--- src/rtl/tagvec_pkg.sv ---
package tagvec_pkg;

  localparam int REG_W = 5;
  localparam int EW_W  = 2;

  localparam logic [EW_W-1:0] EW_NATIVE = 2'd0;
  localparam logic [EW_W-1:0] EW_8      = 2'd1;
  localparam logic [EW_W-1:0] EW_16     = 2'd2;
  localparam logic [EW_W-1:0] EW_32     = 2'd3;

  typedef struct packed {
    logic             valid;
    logic             fp;
    logic [REG_W-1:0] key;
    logic [REG_W-1:0] val;
    logic [EW_W-1:0]  ew;
  } tag_entry_t;

  typedef struct packed {
    logic             hit;
    logic             fp;
    logic [REG_W-1:0] base;
    logic [EW_W-1:0]  ew;
  } tag_hit_t;

endpackage

--- src/rtl/tagvec_match.sv ---
module tagvec_match
  import tagvec_pkg::*;
#(
  parameter int ENTRIES = 8
) (
  input  tag_entry_t [ENTRIES-1:0] ents,
  input  logic [REG_W-1:0]         key,
  output tag_hit_t                 hit
);

  // Walk from the top index down so the lowest matching index is kept last.
  always_comb begin
    hit = '0;
    for (int i = ENTRIES - 1; i >= 0; i--) begin
      if (ents[i].valid && ents[i].key == key) begin
        hit.hit  = 1'b1;
        hit.fp   = ents[i].fp;
        hit.base = ents[i].val;
        hit.ew   = ents[i].ew;
      end
    end
  end

endmodule

--- src/rtl/tagvec_table.sv ---
module tagvec_table
  import tagvec_pkg::*;
#(
  parameter int ENTRIES = 8,
  parameter int NPORT   = 3,
  parameter int IDX_W   = $clog2(ENTRIES)
) (
  input  logic                        clk,
  input  logic                        rst_n,
  input  logic                        wr_en,
  input  logic [IDX_W-1:0]            wr_idx,
  input  tag_entry_t                  wr_ent,
  input  logic [NPORT-1:0][REG_W-1:0] q_key,
  output tag_hit_t [NPORT-1:0]        q_hit
);

  tag_entry_t [ENTRIES-1:0] ents;

  always_ff @(posedge clk) begin
    if (!rst_n) begin
      ents <= '0;
    end else if (wr_en) begin
      ents[wr_idx] <= wr_ent;
    end
  end

  for (genvar p = 0; p < NPORT; p++) begin : g_port
    tagvec_match #(.ENTRIES(ENTRIES)) u_match (
      .ents (ents),
      .key  (q_key[p]),
      .hit  (q_hit[p])
    );
  end

endmodule

--- src/rtl/tagvec_seq.sv ---
module tagvec_seq #(
  parameter int VL_W = 6
) (
  input  logic            clk,
  input  logic            rst_n,
  input  logic            start,
  input  logic [VL_W-1:0] count,
  output logic            busy,
  output logic [VL_W-1:0] idx,
  output logic            last
);

  logic [VL_W-1:0] last_idx;

  always_ff @(posedge clk) begin
    if (!rst_n) begin
      busy     <= 1'b0;
      idx      <= '0;
      last_idx <= '0;
    end else if (busy) begin
      if (last) begin
        busy <= 1'b0;
      end else begin
        idx <= idx + 1'b1;
      end
    end else if (start && count != '0) begin
      busy     <= 1'b1;
      idx      <= '0;
      last_idx <= count - 1'b1;
    end
  end

  assign last = busy && (idx == last_idx);

endmodule

--- src/rtl/tagvec_expander.sv ---
module tagvec_expander
  import tagvec_pkg::*;
#(
  parameter int ENTRIES  = 8,
  parameter int OP_W     = 7,
  parameter int VL_W     = 6,
  parameter int AVL_W    = 32,
  parameter int VL_RESET = 1,
  parameter int IDX_W    = $clog2(ENTRIES)
) (
  input  logic             clk,
  input  logic             rst_n,
  input  logic             tw_en,
  input  logic [IDX_W-1:0] tw_idx,
  input  logic             tw_valid,
  input  logic [4:0]       tw_key,
  input  logic [4:0]       tw_val,
  input  logic             tw_fp,
  input  logic [1:0]       tw_ew,
  input  logic             in_valid,
  output logic             in_ready,
  input  logic [OP_W-1:0]  in_op,
  input  logic [4:0]       in_rd,
  input  logic [4:0]       in_rs1,
  input  logic [4:0]       in_rs2,
  input  logic             in_setvl,
  input  logic [AVL_W-1:0] in_avl,
  input  logic [VL_W-1:0]  in_maxvl,
  output logic             uop_valid,
  output logic [OP_W-1:0]  uop_op,
  output logic [4:0]       uop_rd,
  output logic [4:0]       uop_rs1,
  output logic [4:0]       uop_rs2,
  output logic [VL_W-1:0]  uop_idx,
  output logic             uop_fp,
  output logic [1:0]       uop_ew,
  output logic             uop_setvl,
  output logic [VL_W-1:0]  uop_vlval,
  output logic             uop_ovf,
  output logic [VL_W-1:0]  vl_o
);

  localparam int NPORT = 3;

  // Registers remaining from base up to and including register 31.
  function automatic logic [VL_W-1:0] room_of(input logic [REG_W-1:0] b);
    return VL_W'(6'd32 - {1'b0, b});
  endfunction

  // New vector length: the smaller of the request and the remaining count.
  function automatic logic [VL_W-1:0] vl_pick(input logic [VL_W-1:0]  mx,
                                              input logic [AVL_W-1:0] avl);
    if (avl < AVL_W'(mx)) return avl[VL_W-1:0];
    return mx;
  endfunction

  // Register of element k; the run length keeps this at or below 31.
  function automatic logic [REG_W-1:0] elem_reg(input logic [REG_W-1:0] b,
                                                input logic [VL_W-1:0]  k);
    return b + k[REG_W-1:0];
  endfunction

  // Table write path
  tag_entry_t wr_ent;
  assign wr_ent.valid = tw_valid;
  assign wr_ent.fp    = tw_fp;
  assign wr_ent.key   = tw_key;
  assign wr_ent.val   = tw_val;
  assign wr_ent.ew    = tw_ew;

  logic [NPORT-1:0][REG_W-1:0] qkey;
  tag_hit_t [NPORT-1:0]        qhit;

  assign qkey[0] = in_rd;
  assign qkey[1] = in_rs1;
  assign qkey[2] = in_rs2;

  tagvec_table #(.ENTRIES(ENTRIES), .NPORT(NPORT), .IDX_W(IDX_W)) u_table (
    .clk    (clk),
    .rst_n  (rst_n),
    .wr_en  (tw_en),
    .wr_idx (tw_idx),
    .wr_ent (wr_ent),
    .q_key  (qkey),
    .q_hit  (qhit)
  );

  // Acceptance-time decisions
  logic                        acc_evt;
  logic                        zero_evt;
  logic                        last_evt;
  logic [NPORT-1:0]            tag_use;
  logic [VL_W-1:0]             count;
  logic                        ovf_nxt;
  logic                        fp_nxt;
  logic [EW_W-1:0]             ew_nxt;
  logic [VL_W-1:0]             vl_q;
  logic                        busy;
  logic [VL_W-1:0]             idx;

  assign in_ready = !busy;
  assign acc_evt  = in_valid && in_ready;

  for (genvar p = 0; p < NPORT; p++) begin : g_use
    assign tag_use[p] = qhit[p].hit && !in_setvl;
  end

  always_comb begin
    logic [VL_W-1:0] lim;
    lim     = vl_q;
    ovf_nxt = 1'b0;
    for (int p = 0; p < NPORT; p++) begin
      if (tag_use[p]) begin
        if (room_of(qhit[p].base) < lim) lim = room_of(qhit[p].base);
        if (room_of(qhit[p].base) < vl_q) ovf_nxt = 1'b1;
      end
    end
    if (in_setvl || tag_use == '0) begin
      count   = VL_W'(1);
      ovf_nxt = 1'b0;
    end else begin
      count = lim;
    end
  end

  // Type and width follow the first tagged operand: rd, then rs1, then rs2.
  always_comb begin
    fp_nxt = 1'b0;
    ew_nxt = EW_NATIVE;
    for (int p = NPORT - 1; p >= 0; p--) begin
      if (tag_use[p]) begin
        fp_nxt = qhit[p].fp;
        ew_nxt = qhit[p].ew;
      end
    end
  end

  assign zero_evt = acc_evt && (count == '0);

  // Context captured at acceptance; later table writes cannot reach it.
  logic [NPORT-1:0][REG_W-1:0] reg_q;
  logic [NPORT-1:0]            t_q;
  logic [OP_W-1:0]             op_q;
  logic                        fp_q;
  logic [EW_W-1:0]             ew_q;
  logic                        setvl_q;
  logic [VL_W-1:0]             vlval_q;
  logic                        ovf_q;
  logic [VL_W-1:0]             vl_new;

  assign vl_new = vl_pick(in_maxvl, in_avl);

  always_ff @(posedge clk) begin
    if (!rst_n) begin
      reg_q   <= '0;
      t_q     <= '0;
      op_q    <= '0;
      fp_q    <= 1'b0;
      ew_q    <= EW_NATIVE;
      setvl_q <= 1'b0;
      vlval_q <= '0;
      ovf_q   <= 1'b0;
      vl_q    <= VL_W'(VL_RESET);
    end else if (acc_evt) begin
      for (int p = 0; p < NPORT; p++) begin
        reg_q[p] <= tag_use[p] ? qhit[p].base : qkey[p];
      end
      t_q     <= tag_use;
      op_q    <= in_op;
      fp_q    <= fp_nxt;
      ew_q    <= ew_nxt;
      setvl_q <= in_setvl;
      vlval_q <= vl_new;
      ovf_q   <= ovf_nxt;
      if (in_setvl) vl_q <= vl_new;
    end
  end

  tagvec_seq #(.VL_W(VL_W)) u_seq (
    .clk   (clk),
    .rst_n (rst_n),
    .start (acc_evt),
    .count (count),
    .busy  (busy),
    .idx   (idx),
    .last  (last_evt)
  );

  // Micro-op assembly
  logic [NPORT-1:0][REG_W-1:0] uop_reg;

  for (genvar p = 0; p < NPORT; p++) begin : g_out
    assign uop_reg[p] = t_q[p] ? elem_reg(reg_q[p], idx) : reg_q[p];
  end

  assign uop_valid = busy;
  assign uop_op    = op_q;
  assign uop_rd    = uop_reg[0];
  assign uop_rs1   = uop_reg[1];
  assign uop_rs2   = uop_reg[2];
  assign uop_idx   = idx;
  assign uop_fp    = fp_q;
  assign uop_ew    = ew_q;
  assign uop_setvl = setvl_q;
  assign uop_vlval = vlval_q;
  assign uop_ovf   = busy && ovf_q;
  assign vl_o      = vl_q;

endmodule

--- config.mk ---
export PLATFORM = sky130hd
export DESIGN_NAME = tagvec_expander
export DESIGN_NICKNAME = d
export VERILOG_FILES = /design/src/rtl/tagvec_pkg.sv /design/src/rtl/tagvec_match.sv /design/src/rtl/tagvec_table.sv /design/src/rtl/tagvec_seq.sv /design/src/rtl/tagvec_expander.sv
export SDC_FILE = /design/constraint.sdc
export NUM_CORES = 1
export LEC_CHECK = 0
export ABC_AREA = 1
export BUFFER_PORTS_ARGS = -buffer_cell sky130_fd_sc_hd__buf_4
export CAP_MARGIN = 20
export CORE_MARGIN = 2
export CORE_UTILIZATION = 41
export CTS_CLUSTER_DIAMETER = 50
export DETAILED_ROUTE_END_ITERATION = 12
export PLACE_DENSITY = 0.63
export SETUP_SLACK_MARGIN = 0.3
export SYNTH_ARGS = -nofsm -noshare
export SYNTH_HDL_FRONTEND = slang
export SYNTH_SLANG_ARGS = --single-unit
--- constraint.sdc ---
create_clock -name clk -period 11.9 [get_ports clk]
set_clock_uncertainty 0.15 [all_clocks]
set_input_delay 2.38 -clock clk [delete_from_list [all_inputs] [get_ports clk]]
set_output_delay 2.38 -clock clk [all_outputs]
set_load 0.05 [all_outputs]
* Word level (Yosys, flattened, before mapping) *
Cells that the tools add are included.

operators by class
  $add $sub $neg = 8
  magnitude comparators = 8
  eq/ne operators = 26
  muxes and demuxes = 62
  bitwise operators = 1
  reduce and logical (&&, ||, !) cells = 41

operator list
  cell                                                  number
  2-to-1 mux 9 bit                                      24
  equality test 5 bit                                   24
  bitwise mux 112 bit                                   1
  2-to-1 mux 6 bit                                      12
  demux 14 bit (select 3 bit)                           1
  logical AND 1 bit                                     32
  < comparator 32 x 6 -> 1 bit                          1
  < comparator 6 bit                                    5
  2-to-1 mux 5 bit                                      6
  subtractor 6 x 5 -> 6 bit (first input constant)      3
  adder 5 bit                                           3
  2-to-1 mux 1 bit                                      14
  2-to-1 mux 14 bit                                     1
  adder 6 x 1 -> 6 bit (second input constant)          1
  equality test 6 bit                                   1
  2-to-1 mux 2 bit                                      3
  AND reduction 2 bit                                   3
  nonzero test 6 bit                                    1
  subtractor 6 x 1 -> 6 bit (second input constant)     1
  < comparator 3 x 4 -> 1 bit (second input constant)   1
  >= comparator 3 x 1 -> 1 bit (second input constant)  1
  zero test 3 bit                                       1
  zero test 1 bit                                       2
  inequality test 2 bit (second input constant)         1
  other kinds (3)                                       3

storage, ports and cells
  register bits = 167
  output and inout bits = 47
  word-level logic and storage cells = 200

* Logic depth before layout (Yosys ltp) *
  word-level depth = 25
  mapped depth = 55
  mapped depth without buffers = 54

* By module *
A second synthesis with hierarchy kept.

second synthesis, totals
  cells, all modules = 2211
  area total of the unflattened synthesis = 13240.2 sq um

by module, submodules not included
  module           instances  cells each  area an instance (sq um)  seq. area each (sq um)
  tagvec_table     1          636         4491.8                    2242.2
  tagvec_match     3          293         1403.8                    0.0
  tagvec_expander  1          570         3719.8                    840.8
  tagvec_seq       1          126         817.0                     260.2

* Least setup slack after synthesis *
No wires, ideal clock.

  path type = input to register
  start = input port in_rd[1]
  end = register u_seq.idx[2]
  setup time = 71 ps
  data arrival time = 8789 ps
  setup slack = 2891 ps
  cell stages on the path = 49
  cells stage by stage = buf_4 -> inv_4 -> nand2_1 -> o21ai_1 -> nor2_2 -> nand3_2 -> buf_2 -> o21ai_0 -> nand2_1 -> nand2_1 -> o21ai_0 -> o211ai_1 -> a31o_2 -> inv_1 -> ha_1 -> nand2_1 -> xor2_1 -> ha_1 -> [... 13 more ...] -> inv_1 -> nand2_1 -> o21ai_0 -> inv_1 -> ha_1 -> nand2_1 -> nor2_1 -> a2111oi_4 -> nand2_4 -> a31oi_1 -> ha_1 -> nand2_2 -> nor2_4 -> nand2_2 -> nand2_2 -> buf_6 -> nand3_1 -> a21oi_1

on the way
  cells in the longest elaborated chain, start to end = 25
  elaborated cells on any way between the ends = 42
  classes of those cells = add/sub (1); order compare (3); eq/ne (8); mux (15); reduce/logical (15)

ends and longest elaborated chain
  what                                    RTL line                RTL
  start: declaration                      tagvec_expander.sv:23   input logic [4:0] in_rd,
  equality test 5 bit                     tagvec_match.sv:15      if (ents[i].valid && ents[i].key == key) begin
  logical AND 1 bit                       tagvec_match.sv:15
  2-to-1 mux 9 bit (7 in a row)           tagvec_match.sv:15
  2-to-1 mux 9 bit *                      tagvec_match.sv:15
  subtractor 6 x 5 -> 6 bit               tagvec_expander.sv:47   return VL_W'(6'd32 - {1'b0, b});
  < comparator 6 bit                      tagvec_expander.sv:114  if (room_of(qhit[p].base) < lim) lim = room_of(qhit[p].base);
  2-to-1 mux 6 bit                        tagvec_expander.sv:114
  2-to-1 mux 6 bit                        tagvec_expander.sv:113  if (tag_use[p]) begin
  [... 3 more ...]                        --
  < comparator 6 bit                      tagvec_expander.sv:114
  2-to-1 mux 6 bit                        tagvec_expander.sv:114
  2-to-1 mux 6 bit                        tagvec_expander.sv:113
  2-to-1 mux 6 bit *                      tagvec_expander.sv:118  if (in_setvl || tag_use == '0) begin
  nonzero test 6 bit *                    tagvec_seq.sv:26        end else if (start && count != '0) begin
  logical AND 1 bit *                     tagvec_seq.sv:26
  nonzero test 2 bit (no source line) *   --
  AND reduction 2 bit (no source line) *  --
  end signal: assignment                  tagvec_seq.sv:24        idx <= idx + 1'b1;
  end: declaration                        tagvec_seq.sv:9         output logic [VL_W-1:0] idx,

Mark *: on every way between the ends. The rest lies on a longest branch, timed or not.
A chain may end at the register's enable or synchronous reset.

* Final worst setup path *
  start = input port in_rd[4]
  end = register u_seq.idx[4]

Same word-level chain as after synthesis.

==> flow_metrics.tcl <==
set metrics [dict create \
    crit_path_max_fanout 16 \
    outcome "finished, final reports clean" \
    cts_sinks 167 \
    die_h_um 170 \
    end_kind "flip-flop" \
    placed_cells 2091 \
    n_antenna_cell 0 \
    rows 60 \
    critPathBufInv 8 \
    die_w_um 170 \
    synth_top_area_share_pct 29.5 \
    p_leak_nw 5.69 \
    initial_core_util_pct 41.9 \
    syn_area_sq_um 11300 \
    cts_tree "yes" \
    final_cell_mix "o21ai_0 (243), inv_1 (211), nor2_1 (211)" \
    final_cell_count_no_fill 2121 \
    cp_data_required_time_ns 12.08 \
    tns_ns 0 \
    mostFrequentLayoutCell "o21ai_0" \
    vias 12100 \
    grt_overflow 0 \
    drt_wl_total_um 39500 \
    cts-root-buf "clkbuf_16" \
    synth-simple-area-share_pct 20.2 \
    routed.top_layer "met4" \
    slew_violations 0 \
    synth_xor_area_share_pct 2.71 \
    crit_top_cell "nand2_1" \
    dieArea_sq_um 29000 \
    antenna_left 0 \
    ys_ff_latch 167 \
    ys_top_cells_by_area "dfxtp_1 (30%), o21ai_0 (11%), a21oi_1 (7.9%), inv_1 (7.0%), nor2_1 (7.0%)" \
    crit_family "simple AND/OR/NAND/NOR gates" \
    irDropWorstVdd_v 0.0000713 \
    antenna_found_initial 0 \
    cp-start-kind "input pin" \
    ctsHtreeMaxLevel 4 \
    synth_nets 1819 \
    drcViolationCount 0 \
    io_pins 129 \
    layout-drive-gt1-share_pct 12.6 \
    max_freq_ghz 0.0994 \
    grt_pass1_vias 11300 \
    post-synth-top-area-cell "dfxtp_1" \
    slowest_stage "a2111oi_2" \
    min_path_type "flip-flop to flip-flop" \
    grt_max_degree 85 \
    ys_warn_count 0 \
    dp_hpwl_um 29500 \
    wl_met1_um 17500 \
    track_usage_pct 27.2 \
    synth_top_family_by_area "compound AO/OA/AOI/OAI gates" \
    holdBufCountCts 0 \
    synth_mux_area_share_pct 0 \
    p_per_area_nw_per_um2 109 \
    max_cap_viol_count 0 \
    synth_adder_area_share_pct 5.72 \
    cts_buffer_depth 2 \
    rsz0062_at_grt "false" \
    wl_per_cell_um 18.6 \
    period_minus_slack_ns 10.06 \
    cp_data_arrival_time_ns 10.23 \
    synth_compound_area_share_pct 31.4 \
    tightest_slew_ns 1.03 \
    post-route-period-util_pct 84.5 \
    postCtsSetupRepairBufs 0 \
    fill_cells 2801 \
    clkSlewWorstSetupHoldPaths_ns 0.07 \
    setup_violations 0 \
    synthCells 1687 \
    drt-vias-per-instance 5.72 \
    dr_wl_met3_um 2990 \
    core_sq_um 27000 \
    ys_types 53 \
    cts_made_buffers 17 \
    gp_congestion 0.958 \
    ys_async_sr_fraction_pct 0 \
    slowest_delay_ns 0.49 \
    cts.repair.resized 0 \
    yosysSeqAreaShare_pct 29.5 \
    nNetsFinal 1901 \
    clock_latency_ns 0.44 \
    syn2layout_area_growth_pct 14.9 \
    hold_violations 0 \
    wl_met2_um 17900 \
    syn_area_per_cell_sq_um 6.71 \
    relSlewSlack_pct 31.0 \
    grt_pass1_wl_um 61600 \
    synth_edf_count 0 \
    synth-main-ff-cell "dfxtp_1" \
    io_buffers 128 \
    drtIter0Drc 1474 \
    setup.worst_path.class "input pin to flip-flop" \
    firstDrtPassIters 6 \
]
per-layer routing:
| metal | vias to the layer above | GRT usage [%] |
|---|---|---|
| met5 | - | 0 |
| met4 | 0 | 10.6 |
| met3 | 79 | 4.53 |
| met2 | 547 | 44.5 |
| met1 | 5543 | 35.8 |
| li1 | 5956 | - |
final timing paths:
kind                            startpoint                         to  slack [ns]  cells after the start
max                               in_rd[4]  u_seq.idx[4]$_SDFFE_PN0P_        1.84                     50
min                     ovf_q$_SDFFE_PN0P_         ovf_q$_SDFFE_PN0P_        0.32                      2
max reg2reg  u_table.ents[94]$_SDFFE_PN0P_  u_seq.idx[4]$_SDFFE_PN0P_        3.66                     48
min reg2reg             ovf_q$_SDFFE_PN0P_         ovf_q$_SDFFE_PN0P_        0.32                      2
stage by stage:
step	hold slack, ns	util [%]	total power, W	area (sq um)	setup slack [ns]
5_1_grt	0.348	48.1	0.00147	13000	1.06
3_5_place_dp	0.309	46.0	0.000867	12400	1.56
4_1_cts	0.319	48.1	0.00142	13000	1.98
2_1_floorplan	0.296	-	0.000776	11300	2.89
3_3_place_gp	0.306	46.0	0.000863	12400	1.86
6_report	0.316	48.1	0.00142	13000	1.84
sequential cells by signal, summed over array words and instances (netlist names):
signal	count
uop_vlval	6
reg_q	15
u_seq.idx	6
u_table.ents	112
uop_fp	1
uop_setvl	1
u_seq.busy	1
uop_ew	2
ovf_q	1
u_seq.last_idx	6
vl_o	6
uop_op	7
t_q	3
final cells by class:
cell class	count	area (sq um)	area share [%]
Tap cell	341	427	3.28
Clock inverter	7	97.6	0.750
Inverter	231	876	6.73
Clock buffer	23	468	3.60
Multi-Input combinational cell	1218	6790	52.2
Sequential cell	167	3340	25.7
Timing Repair Buffer	134	1010	7.73
worst min-delay path, delay by kind of cell (launching register included):
family	cells	cell delay, ns
AO/OA/AOI/OAI	1	0.05
flip-flops	1	0.31
AND/OR/NAND/NOR	1	0.06
logic make-up after synthesis:
logic type	after synthesis
buffers and inverters	302
flip-flops	167
AO/OA/AOI/OAI	609
XOR/XNOR	35
AND/OR/NAND/NOR	524
adder cells (fa/ha/maj)	50
synth_stat cells (all sizes together), types with 30 or more instances:
| cell type | count |
|---|---|
| o21ai | 257 |
| inv | 228 |
| nand2 | 223 |
| nor2 | 219 |
| a21oi | 180 |
| dfxtp | 167 |
| o22ai | 52 |
| clkbuf | 51 |
| nand3 | 51 |
| ha | 47 |
| a221oi | 40 |
| o211ai | 30 |
| xor2 | 30 |
report_power, final:
| group | switching [W] | internal [W] |
|---|---|---|
| clock | 0.000240 | 0.000319 |
| combinational | 0.000171 | 0.0000829 |
| sequential | 0.0000211 | 0.000584 |
| total | 0.000432 | 0.000985 |
No activity file was read; power rests on OpenSTA's default activity.
